==> src/rtl/saf_pkg.sv <==
package saf_pkg;
  localparam int unsigned WORD_W = 32;
  localparam int unsigned LEN_W  = $clog2(WORD_W + 1);

  // word-length code to bits per word; unused codes give a full word
  function automatic logic [LEN_W-1:0] wlen_bits(input logic [2:0] code);
    case (code)
      3'd0:    wlen_bits = LEN_W'(8);
      3'd1:    wlen_bits = LEN_W'(12);
      3'd2:    wlen_bits = LEN_W'(16);
      3'd3:    wlen_bits = LEN_W'(20);
      3'd4:    wlen_bits = LEN_W'(24);
      default: wlen_bits = LEN_W'(32);
    endcase
  endfunction
endpackage

==> src/rtl/saf_sequencer.sv <==
module saf_sequencer #(
  parameter int unsigned WCNT_W = 7,
  parameter int unsigned LEN_W  = 6
) (
  input  logic              clk,
  input  logic              rst_n,
  input  logic              bit_en,
  input  logic              fsync,
  input  logic              dual_phase,
  input  logic              late_start,
  input  logic [LEN_W-1:0]  len0,
  input  logic [LEN_W-1:0]  len1,
  input  logic [WCNT_W-1:0] cnt0,
  input  logic [WCNT_W-1:0] cnt1,
  output logic              emit_o,
  output logic              first_o,
  output logic              last_o,
  output logic [LEN_W-1:0]  len_o,
  output logic              ferr_o
);
  logic              act_q, act_n, pend_q, pend_n, ph_q, ph_n;
  logic [WCNT_W-1:0] wd_q, wd_n;
  logic [LEN_W-1:0]  bt_q, bt_n;
  logic [LEN_W-1:0]  len_cur, len_nxt;
  logic [WCNT_W-1:0] cnt_cur;
  logic              word_end, phase_end, at_final;

  always_comb begin
    len_cur   = ph_q ? len1 : len0;
    cnt_cur   = ph_q ? cnt1 : cnt0;
    word_end  = (bt_q == len_cur - LEN_W'(1));
    phase_end = word_end && (wd_q == cnt_cur);
    at_final  = act_q && !pend_q && phase_end && (ph_q || !dual_phase);

    act_n  = act_q;
    pend_n = pend_q;
    ph_n   = ph_q;
    wd_n   = wd_q;
    bt_n   = bt_q;
    emit_o = 1'b0;
    ferr_o = 1'b0;

    if (bit_en && fsync) begin
      ferr_o = act_q && !at_final;
      act_n  = 1'b1;
      pend_n = late_start;
      ph_n   = 1'b0;
      wd_n   = '0;
      bt_n   = '0;
      emit_o = !late_start;
    end else if (bit_en && act_q) begin
      if (pend_q) begin
        pend_n = 1'b0;
        emit_o = 1'b1;
      end else if (at_final) begin
        act_n = 1'b0;
      end else begin
        emit_o = 1'b1;
        if (!word_end) begin
          bt_n = bt_q + LEN_W'(1);
        end else begin
          bt_n = '0;
          if (!phase_end) begin
            wd_n = wd_q + WCNT_W'(1);
          end else begin
            ph_n = 1'b1;
            wd_n = '0;
          end
        end
      end
    end

    len_nxt = ph_n ? len1 : len0;
    len_o   = len_nxt;
    first_o = emit_o && (bt_n == '0);
    last_o  = emit_o && (bt_n == len_nxt - LEN_W'(1));
  end

  always_ff @(posedge clk or negedge rst_n) begin
    if (!rst_n) begin
      act_q  <= 1'b0;
      pend_q <= 1'b0;
      ph_q   <= 1'b0;
      wd_q   <= '0;
      bt_q   <= '0;
    end else if (bit_en) begin
      act_q  <= act_n;
      pend_q <= pend_n;
      ph_q   <= ph_n;
      wd_q   <= wd_n;
      bt_q   <= bt_n;
    end
  end
endmodule

==> src/rtl/saf_tx_shifter.sv <==
module saf_tx_shifter #(
  parameter int unsigned WORD_W = 32
) (
  input  logic              clk,
  input  logic              rst_n,
  input  logic              bit_en,
  input  logic              emit,
  input  logic              first,
  input  logic [WORD_W-1:0] tx_data,
  input  logic              tx_valid,
  output logic              tx_ready,
  output logic              sdo,
  output logic              urun_set
);
  logic [WORD_W-1:0] sh_q, sh_n;
  logic              sdo_q, sdo_n;

  always_comb begin
    tx_ready = emit && first;
    urun_set = emit && first && !tx_valid;
    sh_n     = sh_q;
    sdo_n    = sdo_q;
    if (emit && first) begin
      sdo_n = tx_valid && tx_data[WORD_W-1];
      sh_n  = tx_valid ? {tx_data[WORD_W-2:0], 1'b0} : '0;
    end else if (emit) begin
      sdo_n = sh_q[WORD_W-1];
      sh_n  = {sh_q[WORD_W-2:0], 1'b0};
    end else begin
      sdo_n = 1'b0;
    end
  end

  always_ff @(posedge clk or negedge rst_n) begin
    if (!rst_n) begin
      sh_q  <= '0;
      sdo_q <= 1'b0;
    end else if (bit_en) begin
      sh_q  <= sh_n;
      sdo_q <= sdo_n;
    end
  end

  assign sdo = sdo_q;
endmodule

==> src/rtl/saf_rx_shifter.sv <==
module saf_rx_shifter #(
  parameter int unsigned WORD_W = 32,
  parameter int unsigned LEN_W  = 6
) (
  input  logic              clk,
  input  logic              rst_n,
  input  logic              bit_en,
  input  logic              sdi,
  input  logic              emit,
  input  logic              first,
  input  logic              last,
  input  logic [LEN_W-1:0]  len,
  input  logic              rx_ready,
  output logic [WORD_W-1:0] rx_data,
  output logic              rx_valid,
  output logic              orun_set
);
  logic              sv_q, sf_q, sl_q;
  logic [LEN_W-1:0]  sln_q, shamt;
  logic [WORD_W-1:0] acc_q, acc_n, dat_q, dat_n;
  logic              val_q, val_n, done;

  always_comb begin
    acc_n    = sf_q ? {{(WORD_W-1){1'b0}}, sdi} : {acc_q[WORD_W-2:0], sdi};
    done     = bit_en && sv_q && sl_q;
    shamt    = LEN_W'(WORD_W) - sln_q;
    orun_set = done && val_q && !rx_ready;
    dat_n    = done ? (acc_n << shamt) : dat_q;
    if (done)
      val_n = 1'b1;
    else if (val_q && rx_ready)
      val_n = 1'b0;
    else
      val_n = val_q;
  end

  always_ff @(posedge clk or negedge rst_n) begin
    if (!rst_n) begin
      sv_q  <= 1'b0;
      sf_q  <= 1'b0;
      sl_q  <= 1'b0;
      sln_q <= '0;
      acc_q <= '0;
    end else if (bit_en) begin
      sv_q  <= emit;
      sf_q  <= first;
      sl_q  <= last;
      sln_q <= len;
      if (sv_q) acc_q <= acc_n;
    end
  end

  always_ff @(posedge clk or negedge rst_n) begin
    if (!rst_n) begin
      dat_q <= '0;
      val_q <= 1'b0;
    end else begin
      dat_q <= dat_n;
      val_q <= val_n;
    end
  end

  assign rx_data  = dat_q;
  assign rx_valid = val_q;
endmodule

==> src/rtl/serial_audio_framer.sv <==
module serial_audio_framer #(
  parameter int unsigned WCNT_W = 7
) (
  input  logic        clk,
  input  logic        rst_n,
  input  logic        bit_en,
  input  logic        fsync,
  input  logic        dual_phase,
  input  logic        late_start,
  input  logic [2:0]  p0_len,
  input  logic [6:0]  p0_words,
  input  logic [2:0]  p1_len,
  input  logic [6:0]  p1_words,
  input  logic [31:0] tx_data,
  input  logic        tx_valid,
  output logic        tx_ready,
  output logic        sdo,
  input  logic        sdi,
  output logic [31:0] rx_data,
  output logic        rx_valid,
  input  logic        rx_ready,
  output logic        underrun,
  output logic        overrun,
  output logic        frame_err
);
  import saf_pkg::*;

  logic             emit, first, last, ferr, urun_set, orun_set;
  logic [LEN_W-1:0] cur_len;
  logic             urun_q, orun_q, ferr_q;

  saf_sequencer #(.WCNT_W(WCNT_W), .LEN_W(LEN_W)) u_seq (
    .clk(clk), .rst_n(rst_n), .bit_en(bit_en), .fsync(fsync),
    .dual_phase(dual_phase), .late_start(late_start),
    .len0(wlen_bits(p0_len)), .len1(wlen_bits(p1_len)),
    .cnt0(WCNT_W'(p0_words)), .cnt1(WCNT_W'(p1_words)),
    .emit_o(emit), .first_o(first), .last_o(last), .len_o(cur_len),
    .ferr_o(ferr)
  );

  saf_tx_shifter #(.WORD_W(WORD_W)) u_tx (
    .clk(clk), .rst_n(rst_n), .bit_en(bit_en), .emit(emit), .first(first),
    .tx_data(tx_data), .tx_valid(tx_valid), .tx_ready(tx_ready),
    .sdo(sdo), .urun_set(urun_set)
  );

  saf_rx_shifter #(.WORD_W(WORD_W), .LEN_W(LEN_W)) u_rx (
    .clk(clk), .rst_n(rst_n), .bit_en(bit_en), .sdi(sdi), .emit(emit),
    .first(first), .last(last), .len(cur_len), .rx_ready(rx_ready),
    .rx_data(rx_data), .rx_valid(rx_valid), .orun_set(orun_set)
  );

  always_ff @(posedge clk or negedge rst_n) begin
    if (!rst_n) begin
      urun_q <= 1'b0;
      orun_q <= 1'b0;
      ferr_q <= 1'b0;
    end else begin
      if (urun_set) urun_q <= 1'b1;
      if (orun_set) orun_q <= 1'b1;
      if (ferr)     ferr_q <= 1'b1;
    end
  end

  assign underrun  = urun_q;
  assign overrun   = orun_q;
  assign frame_err = ferr_q;
endmodule

==> config.mk <==
export PLATFORM = sky130hd
export DESIGN_NAME = serial_audio_framer
export DESIGN_NICKNAME = d
export VERILOG_FILES = /design/src/rtl/saf_pkg.sv /design/src/rtl/saf_sequencer.sv /design/src/rtl/saf_tx_shifter.sv /design/src/rtl/saf_rx_shifter.sv /design/src/rtl/serial_audio_framer.sv
export SDC_FILE = /design/constraint.sdc
export NUM_CORES = 1
export LEC_CHECK = 0
export ABC_AREA = 1
export ABC_CLOCK_PERIOD_IN_PS = 3470
export BUFFER_PORTS_ARGS = -buffer_cell sky130_fd_sc_hd__buf_2
export CAP_MARGIN = 5
export CORE_AREA = 2 2 148 150
export DETAILED_ROUTE_END_ITERATION = 12
export DIE_AREA = 0 0 150 152
export GPL_TIMING_DRIVEN = 0
export PLACE_DENSITY = 0.55
export SYNTH_ARGS = -nofsm -noshare
export SYNTH_HDL_FRONTEND = slang
export SYNTH_HIERARCHICAL = 1
export SYNTH_SLANG_ARGS = --single-unit
==> constraint.sdc <==
create_clock -name clk -period 3.47 [get_ports clk]
set_input_delay 0 -clock clk [delete_from_list [all_inputs] [get_ports clk]]
set_output_delay 0 -clock clk [all_outputs]
set_load 0.01 [all_outputs]
* After elaboration in Yosys (flattened, before gate mapping)
Cells that the tools add are included.
** Word-level totals
- Logic and storage cells :: 114
- RAM bits :: 0
- Output and inout port bits :: 38
- ROM bits :: 0
- Latch bits :: 0
- Input bits :: 61
- Register bits :: 125
- Memories kept :: 0
** Cells by class
- Add/subtract/negate cells :: 5
- $lt $le $gt $ge :: 0
- Divide/modulo/power cells :: 0
- Bitwise gates (word level) :: 0
- Equality and inequality tests :: 13
- Shift-type cells :: 1
- Multiplexer cells :: 41
- Multipliers :: 0
- Reductions and logical operators :: 37
** Operators by type and width (count)
- two-way mux 32 bit :: 4
- case mux 6 bit (5 select lines) :: 2
- two-way mux 7 bit :: 7
- two-way mux 6 bit :: 7
- << shifter 32 x 6 -> 32 bit :: 1
- two-way mux 1 bit :: 21
- logical AND 1 bit :: 17
- == test 3 x 2 -> 1 bit (second input constant) :: 4
- == test 6 bit :: 2
- subtractor 6 x 1 -> 6 bit (second input constant) :: 2
- nonzero test 2 bit :: 5
- adder 7 x 1 -> 7 bit (second input constant) :: 1
- == test 7 bit :: 1
- adder 6 x 1 -> 6 bit (second input constant) :: 1
- == test 3 x 1 -> 1 bit (second input constant) :: 2
- == test 3 bit (second input constant) :: 2
- zero test 1 bit :: 6
- zero test 3 bit :: 2
- zero test 6 bit :: 1
- AND reduction 2 bit :: 3
- subtractor 6 bit (first input constant) :: 1
- AND reduction 5 bit :: 1
- inequality test 2 bit (second input constant) :: 2
- AND reduction 4 bit :: 1
- logical OR 1 bit :: 1

* Longest topological paths before layout
- Word-level depth :: 17
- Depth in mapped cells :: 30
- Gate-level depth less buffers :: 29

* By module
The synthesis kept the hierarchy.
** By module, submodules not included
- saf_rx_shifter :: sequential area each 1826.8 sq um, instances 1, cells each 656, area an instance 4529.3 sq um
- saf_sequencer :: sequential area each 400.4 sq um, instances 1, cells each 325, area an instance 1836.8 sq um
- saf_tx_shifter :: sequential area each 800.8 sq um, instances 1, cells each 275, area an instance 1774.2 sq um
- serial_audio_framer :: sequential area each 75.1 sq um, instances 1, cells each 23, area an instance 170.2 sq um

* Least setup slack after synthesis
OpenSTA, ideal clock, no wires.
- Kind :: flip-flop to flip-flop
- Start point :: reg u_seq.ph_q
- End point :: reg u_tx.sh_q[20]
- Buffers on the path :: 1
- Cell stages (with the launch flop) :: 22
- Setup slack :: 0.417 ns
- Setup time :: 0.116 ns
- Arrival time :: 2.936 ns
- Required time :: 3.354 ns
- Clock period less this slack :: 3.053 ns
- Cell sequence :: dfrtp_1 -> buf_6 -> nand2_1 -> nand2_2 -> ha_1 -> xnor2_1 -> a21oi_1 -> nand3_1 -> nor2_2 -> nand4_2 -> nand2_1 -> nand2_1 -> nand3_1 -> nand2_1 -> nor2_1 -> nand3_1 -> nor3_1 -> nand2_1 -> inv_1 -> o21ai_0 -> nand2_1 -> nand2_1
** On the way
- Longest elaborated chain between the ends :: 15
- Elaborated cells on any way between the ends :: 24
- Those cells by class :: 1 x add/sub; 2 x eq/ne; 12 x mux; 9 x reduce/logical
** Ends and longest elaborated chain
- from (decl) :: line saf_sequencer.sv:21 : logic act_q, act_n, pend_q, pend_n, ph_q, ph_n;
- from (signal assigned) :: line saf_sequencer.sv:89 : ph_q <= ph_n;
- two-way mux 6 bit :: line saf_sequencer.sv:29 : len_cur = ph_q ? len1 : len0;
- subtractor 6 x 1 -> 6 bit :: line saf_sequencer.sv:31 : word_end = (bt_q == len_cur - LEN_W'(1));
- == test 6 bit :: line saf_sequencer.sv:31
- logical AND 1 bit :: line saf_sequencer.sv:32 : phase_end = word_end && (wd_q == cnt_cur);
- logical AND 1 bit (2 in series) :: line saf_sequencer.sv:33 : at_final = act_q && !pend_q && phase_end && (ph_q || !dual_phase);
- two-way mux 6 bit :: line saf_sequencer.sv:55 : end else if (at_final) begin
- two-way mux 6 bit :: line saf_sequencer.sv:52 : if (pend_q) begin
- two-way mux 6 bit :: line saf_sequencer.sv:51 : end else if (bit_en && act_q) begin
- two-way mux 6 bit :: line saf_sequencer.sv:43 : if (bit_en && fsync) begin
- zero test 6 bit :: line saf_sequencer.sv:75 : first_o = emit_o && (bt_n == '0);
- logical AND 1 bit * :: line saf_sequencer.sv:75
- named net first :: line serial_audio_framer.sv:28 : logic emit, first, last, ferr, urun_set, orun_set;
- logical AND 1 bit *
- named net tx_ready :: line serial_audio_framer.sv:16 : output logic tx_ready,
- nonzero test 2 bit (no line)
- AND reduction 2 bit (no line)
- to (signal assigned) :: line saf_tx_shifter.sv:39 : sh_q <= sh_n;
- to (decl) :: line saf_tx_shifter.sv:15 : logic [WORD_W-1:0] sh_q, sh_n;
Mark *: on every way through the listed nets, which the timed path passes. The rest lies on a longest branch.
A chain may end at the register's enable or synchronous reset.

* Final worst setup path
- Start point :: reg u_seq.ph_q
- End point :: out tx_ready
** On the way
- Longest elaborated chain between the ends :: 13
- Elaborated cells on any way between the ends :: 21
- Those cells by class :: 1 x add/sub; 2 x eq/ne; 11 x mux; 7 x reduce/logical
** Ends and longest elaborated chain
- two-way mux 6 bit :: line saf_sequencer.sv:29
- subtractor 6 x 1 -> 6 bit :: line saf_sequencer.sv:31
- == test 6 bit :: line saf_sequencer.sv:31
- logical AND 1 bit :: line saf_sequencer.sv:32
- logical AND 1 bit (2 in series) :: line saf_sequencer.sv:33
- two-way mux 6 bit :: line saf_sequencer.sv:55
- two-way mux 6 bit :: line saf_sequencer.sv:52
- two-way mux 6 bit :: line saf_sequencer.sv:51
- two-way mux 6 bit :: line saf_sequencer.sv:43
- zero test 6 bit :: line saf_sequencer.sv:75
- logical AND 1 bit * :: line saf_sequencer.sv:75
- named net first :: line serial_audio_framer.sv:28
- logical AND 1 bit * :: line saf_tx_shifter.sv:19 : tx_ready = emit && first;
- to (decl) :: line serial_audio_framer.sv:16
Marks and branches as above.

==> results.md <==
* Outcome: finished, final reports clean
* Post-Layout Inst Area at 10500 um^2
* Final core occ at 0.490
* Clock transition at the registers of the reported paths at 60 ps
* Largest net degree at the start of global routing at 92
* Final Cycle Share at 0.944
* Primary FF master, synth: dfrtp_1
* Crit path time final at 3280 ps
* Routed length per instance at 14.0 um
* Setup crit end kind: output pin
* Final cell count without fillers at 1749
* Critical path peak fanout at 10
* Iteration-0 DRC Markers at 625
* CORE AREA at 21400 um^2
* Crit path DAT at 3280 ps
* FFs w/ async S/R, synth at 1.00
* Total track usage at 0.220
* Half-perimeter wire length after placement at 18000 um
* GR Overflow Total at 0
* PortBufs at 97
* Hold Path Class: input port to async pin
* Placement Setup Slack at -595 ps
* Syn avg cell area at 6.50 um^2
* Slew Limit Fails at 0
* Top cell type by total area after synthesis: dfrtp_1
* CTS Buf Count at 17
* Area Overhead vs Synth at 25.9%
* DP Area at 9200 um^2
* Clk_lat worst skew at 420 ps
* Post-synthesis cell type count at 42
* Die height at 152 um
* Final GP Congestion at 0.935
* Synth top area share at 0.373
* FF-to-FF Start: u_seq/ph_q
* Crit path from: u_seq/ph_q
* Ports at 99
* Die area at 22800 um^2
* Ys Warns at 6
* Worst clock skew at 11.5 ps
* Layout cells sized above 1 at 0.171
* Slew margin rel. at 0.654
* Sequential area share after synthesis at 0.373
* Drt first pass iters at 5
* Post-Syn Instances at 1279
* Max frequency at 0.305 GHz
* Top cells by area, synth: dfrtp_1 37%, nand2_1 21%, nand3_1 17%
* FP Rows at 54
* Fin. Hold Viols at 0
* Vias post-DR at 8744
* H-tree depth at 4
* Syn Std Cell Area at 8310 um^2
* First-pass GRT wire length at 40500 um
* CTS tree: done
* PnR Total Power at 6.08 mW
* Initial core utilization at 0.389
* Worst Path Required at 3470 ps
* Peak supply drop at 0.341 mV
* Vias in the first global route at 8368
* Cells after DPL at 1662
* Antenna Cells at 0
* Antenna violations before repair at 0
* Die W at 150 um
* Clk sinks at 124
* Post-synth EDFFs at 0
* Drt total wl at 24500 um
* Worst Max-Slew Pin Slew at 520 ps
* Drt drc at 0
* Power Dens Cells at 581 nW/um^2
* Count of final setup violators at 0
* Leak pwr at 5.52 nW
* PnR worst setup slack at 194 ps
* Clock Tree Buf Depth at 2
* CTS root buf: clkbuf_16
* MaxCap Viol Count at 0
* Startpoint Class: register
* Via density at 5.00
* Fin nets at 1522
* Critical setup path kind: register to output pin
* Routed Antenna Nets at 0
* Flops & latches, synth at 124
==> power breakdown <==
| group | internal [mW] | switching [mW] |
|---|---|---|
| clock network | 1.17 | 0.704 |
| registers | 1.81 | 0.225 |
| logic | 0.765 | 1.40 |
==> metrics by stage <==
stage | hold slack [ps] | setup TNS [ps]
2_1_floorplan | -296 | 0
3_3_place_gp | 197 | -20620
3_5_place_dp | -86.3 | -19010
4_1_cts | 33.4 | 0
5_1_grt | 50.5 | -346
6_report | 26.3 | 0
==> worst max-delay path, cell delays in order, from the launching register on <==
cell     delay [ps]
dfrtp_1         370
buf_6           140
buf_4           130
buf_4           170
nand2_1          80
nand2_2          80
nor2_4           80
nand3_1         110
nand3_2         100
nand2_2          60
nor2_4          150
nand4_4         170
buf_4           190
nand3_1          70
nor2_1           60
a21oi_1         150
nor2_2          100
nor3_4          260
nand2_2         130
inv_1           100
buf_2           130
==> routing by layer <==
| layer | part of all wire | GRT usage | vias up |
|---|---|---|---|
| met5 | 0 | 0 | - |
| met4 | 0.015 | 0.0571 | 0 |
| met3 | 0.030 | 0.0315 | 28 |
| met2 | 0.50 | 0.378 | 164 |
| met1 | 0.46 | 0.288 | 4101 |
| li1 | - | - | 4451 |
==> cells in the mapped netlist (2+ instances only) <==
master	n
a21o_1	2
a21oi_1	19
buf_2	36
buf_6	5
clkbuf_1	21
clkinv_1	2
dfrtp_1	124
ha_1	5
inv_1	116
inv_2	9
inv_6	2
nand2_1	472
nand2_2	12
nand3_1	280
nand3_4	2
nand3b_1	2
nand4_1	4
nor2_1	59
nor2_2	6
nor2_4	2
nor3_1	11
o211ai_1	7
o21ai_0	47
o21ai_1	8
or2_2	4
xnor2_1	3
xor2_1	4
==> final timing paths <==
| kind | end | slack, ps | depth (start not counted) |
|---|---|---|---|
| min | u_rx/acc_q[25] | 30 | 2 |
| max in group asynchronous | u_seq/bt_q[0] | 2670 | 3 |
| max | tx_ready | 190 | 20 |
| min in group clk | u_seq/pend_q | 50 | 4 |
| min reg2reg | overrun | 470 | 1 |
| max reg2reg | u_tx/sh_q[5] | 200 | 22 |
==> sequential cells by signal, indices dropped and copies added (netlist names), 6 cells and up <==
name / count
u_rx/rx_data: 32
u_rx/acc_q: 31
u_seq/wd_q: 7
u_rx/sln_q: 6
u_tx/sh_q: 31
u_seq/bt_q: 6
==> cells by family after synthesis <==
group,count (synthesis),share of synthesized area
other,1,0.000451
buffers and inverters,192,0.0983
AND/OR/NAND/NOR,861,0.452
XOR/XNOR,8,0.0107
AO/OA/AOI/OAI,87,0.0566
multiplexers,1,0.00135
flip-flops,124,0.373
adder cells (fa/ha/maj),5,0.00753
==> cell usage in the layout, fill, tap and decap left out, types with 5 or more instances in the layout <==
| master | instances |
|---|---|
| nor2_4 | 5 |
| a21oi_1 | 18 |
| dfrtp_1 | 124 |
| o211ai_1 | 7 |
| o21ai_1 | 9 |
| nor3_1 | 10 |
| nor2_2 | 6 |
| inv_1 | 115 |
| nand3_1 | 277 |
| clkbuf_1 | 21 |
| nand2_1 | 464 |
| o21ai_0 | 46 |
| buf_4 | 15 |
| buf_2 | 132 |
| clkbuf_16 | 17 |
| nand2_2 | 19 |
| buf_6 | 7 |
| inv_2 | 10 |
| dlygate4sd3_1 | 40 |
| conb_1 | 6 |
| nor2_1 | 56 |
==> area by class of cell <==
cell class | instances | area (um^2)
Clock inverter | 13 | 166
Timing Repair Buffer | 153 | 1040
Clock buffer | 19 | 453
Sequential cell | 124 | 3100
Buffer | 63 | 323
Fill cell | 2206 | 10900
Multi-Input combinational cell | 968 | 4540
Inverter | 129 | 497
Tap cell | 280 | 350
==> what timing repair did <==
action | 4_1_cts | 5_1_grt
pin swaps | 2 | 20
hold endpoints to repair | 160 | 0
setup endpoints to repair | 36 | 33
buffers inserted | 2 | 13
gates resized for setup | 9 | 22
hold buffers | 40 | 0
Note: power is estimated with default switching activity, not from simulation.
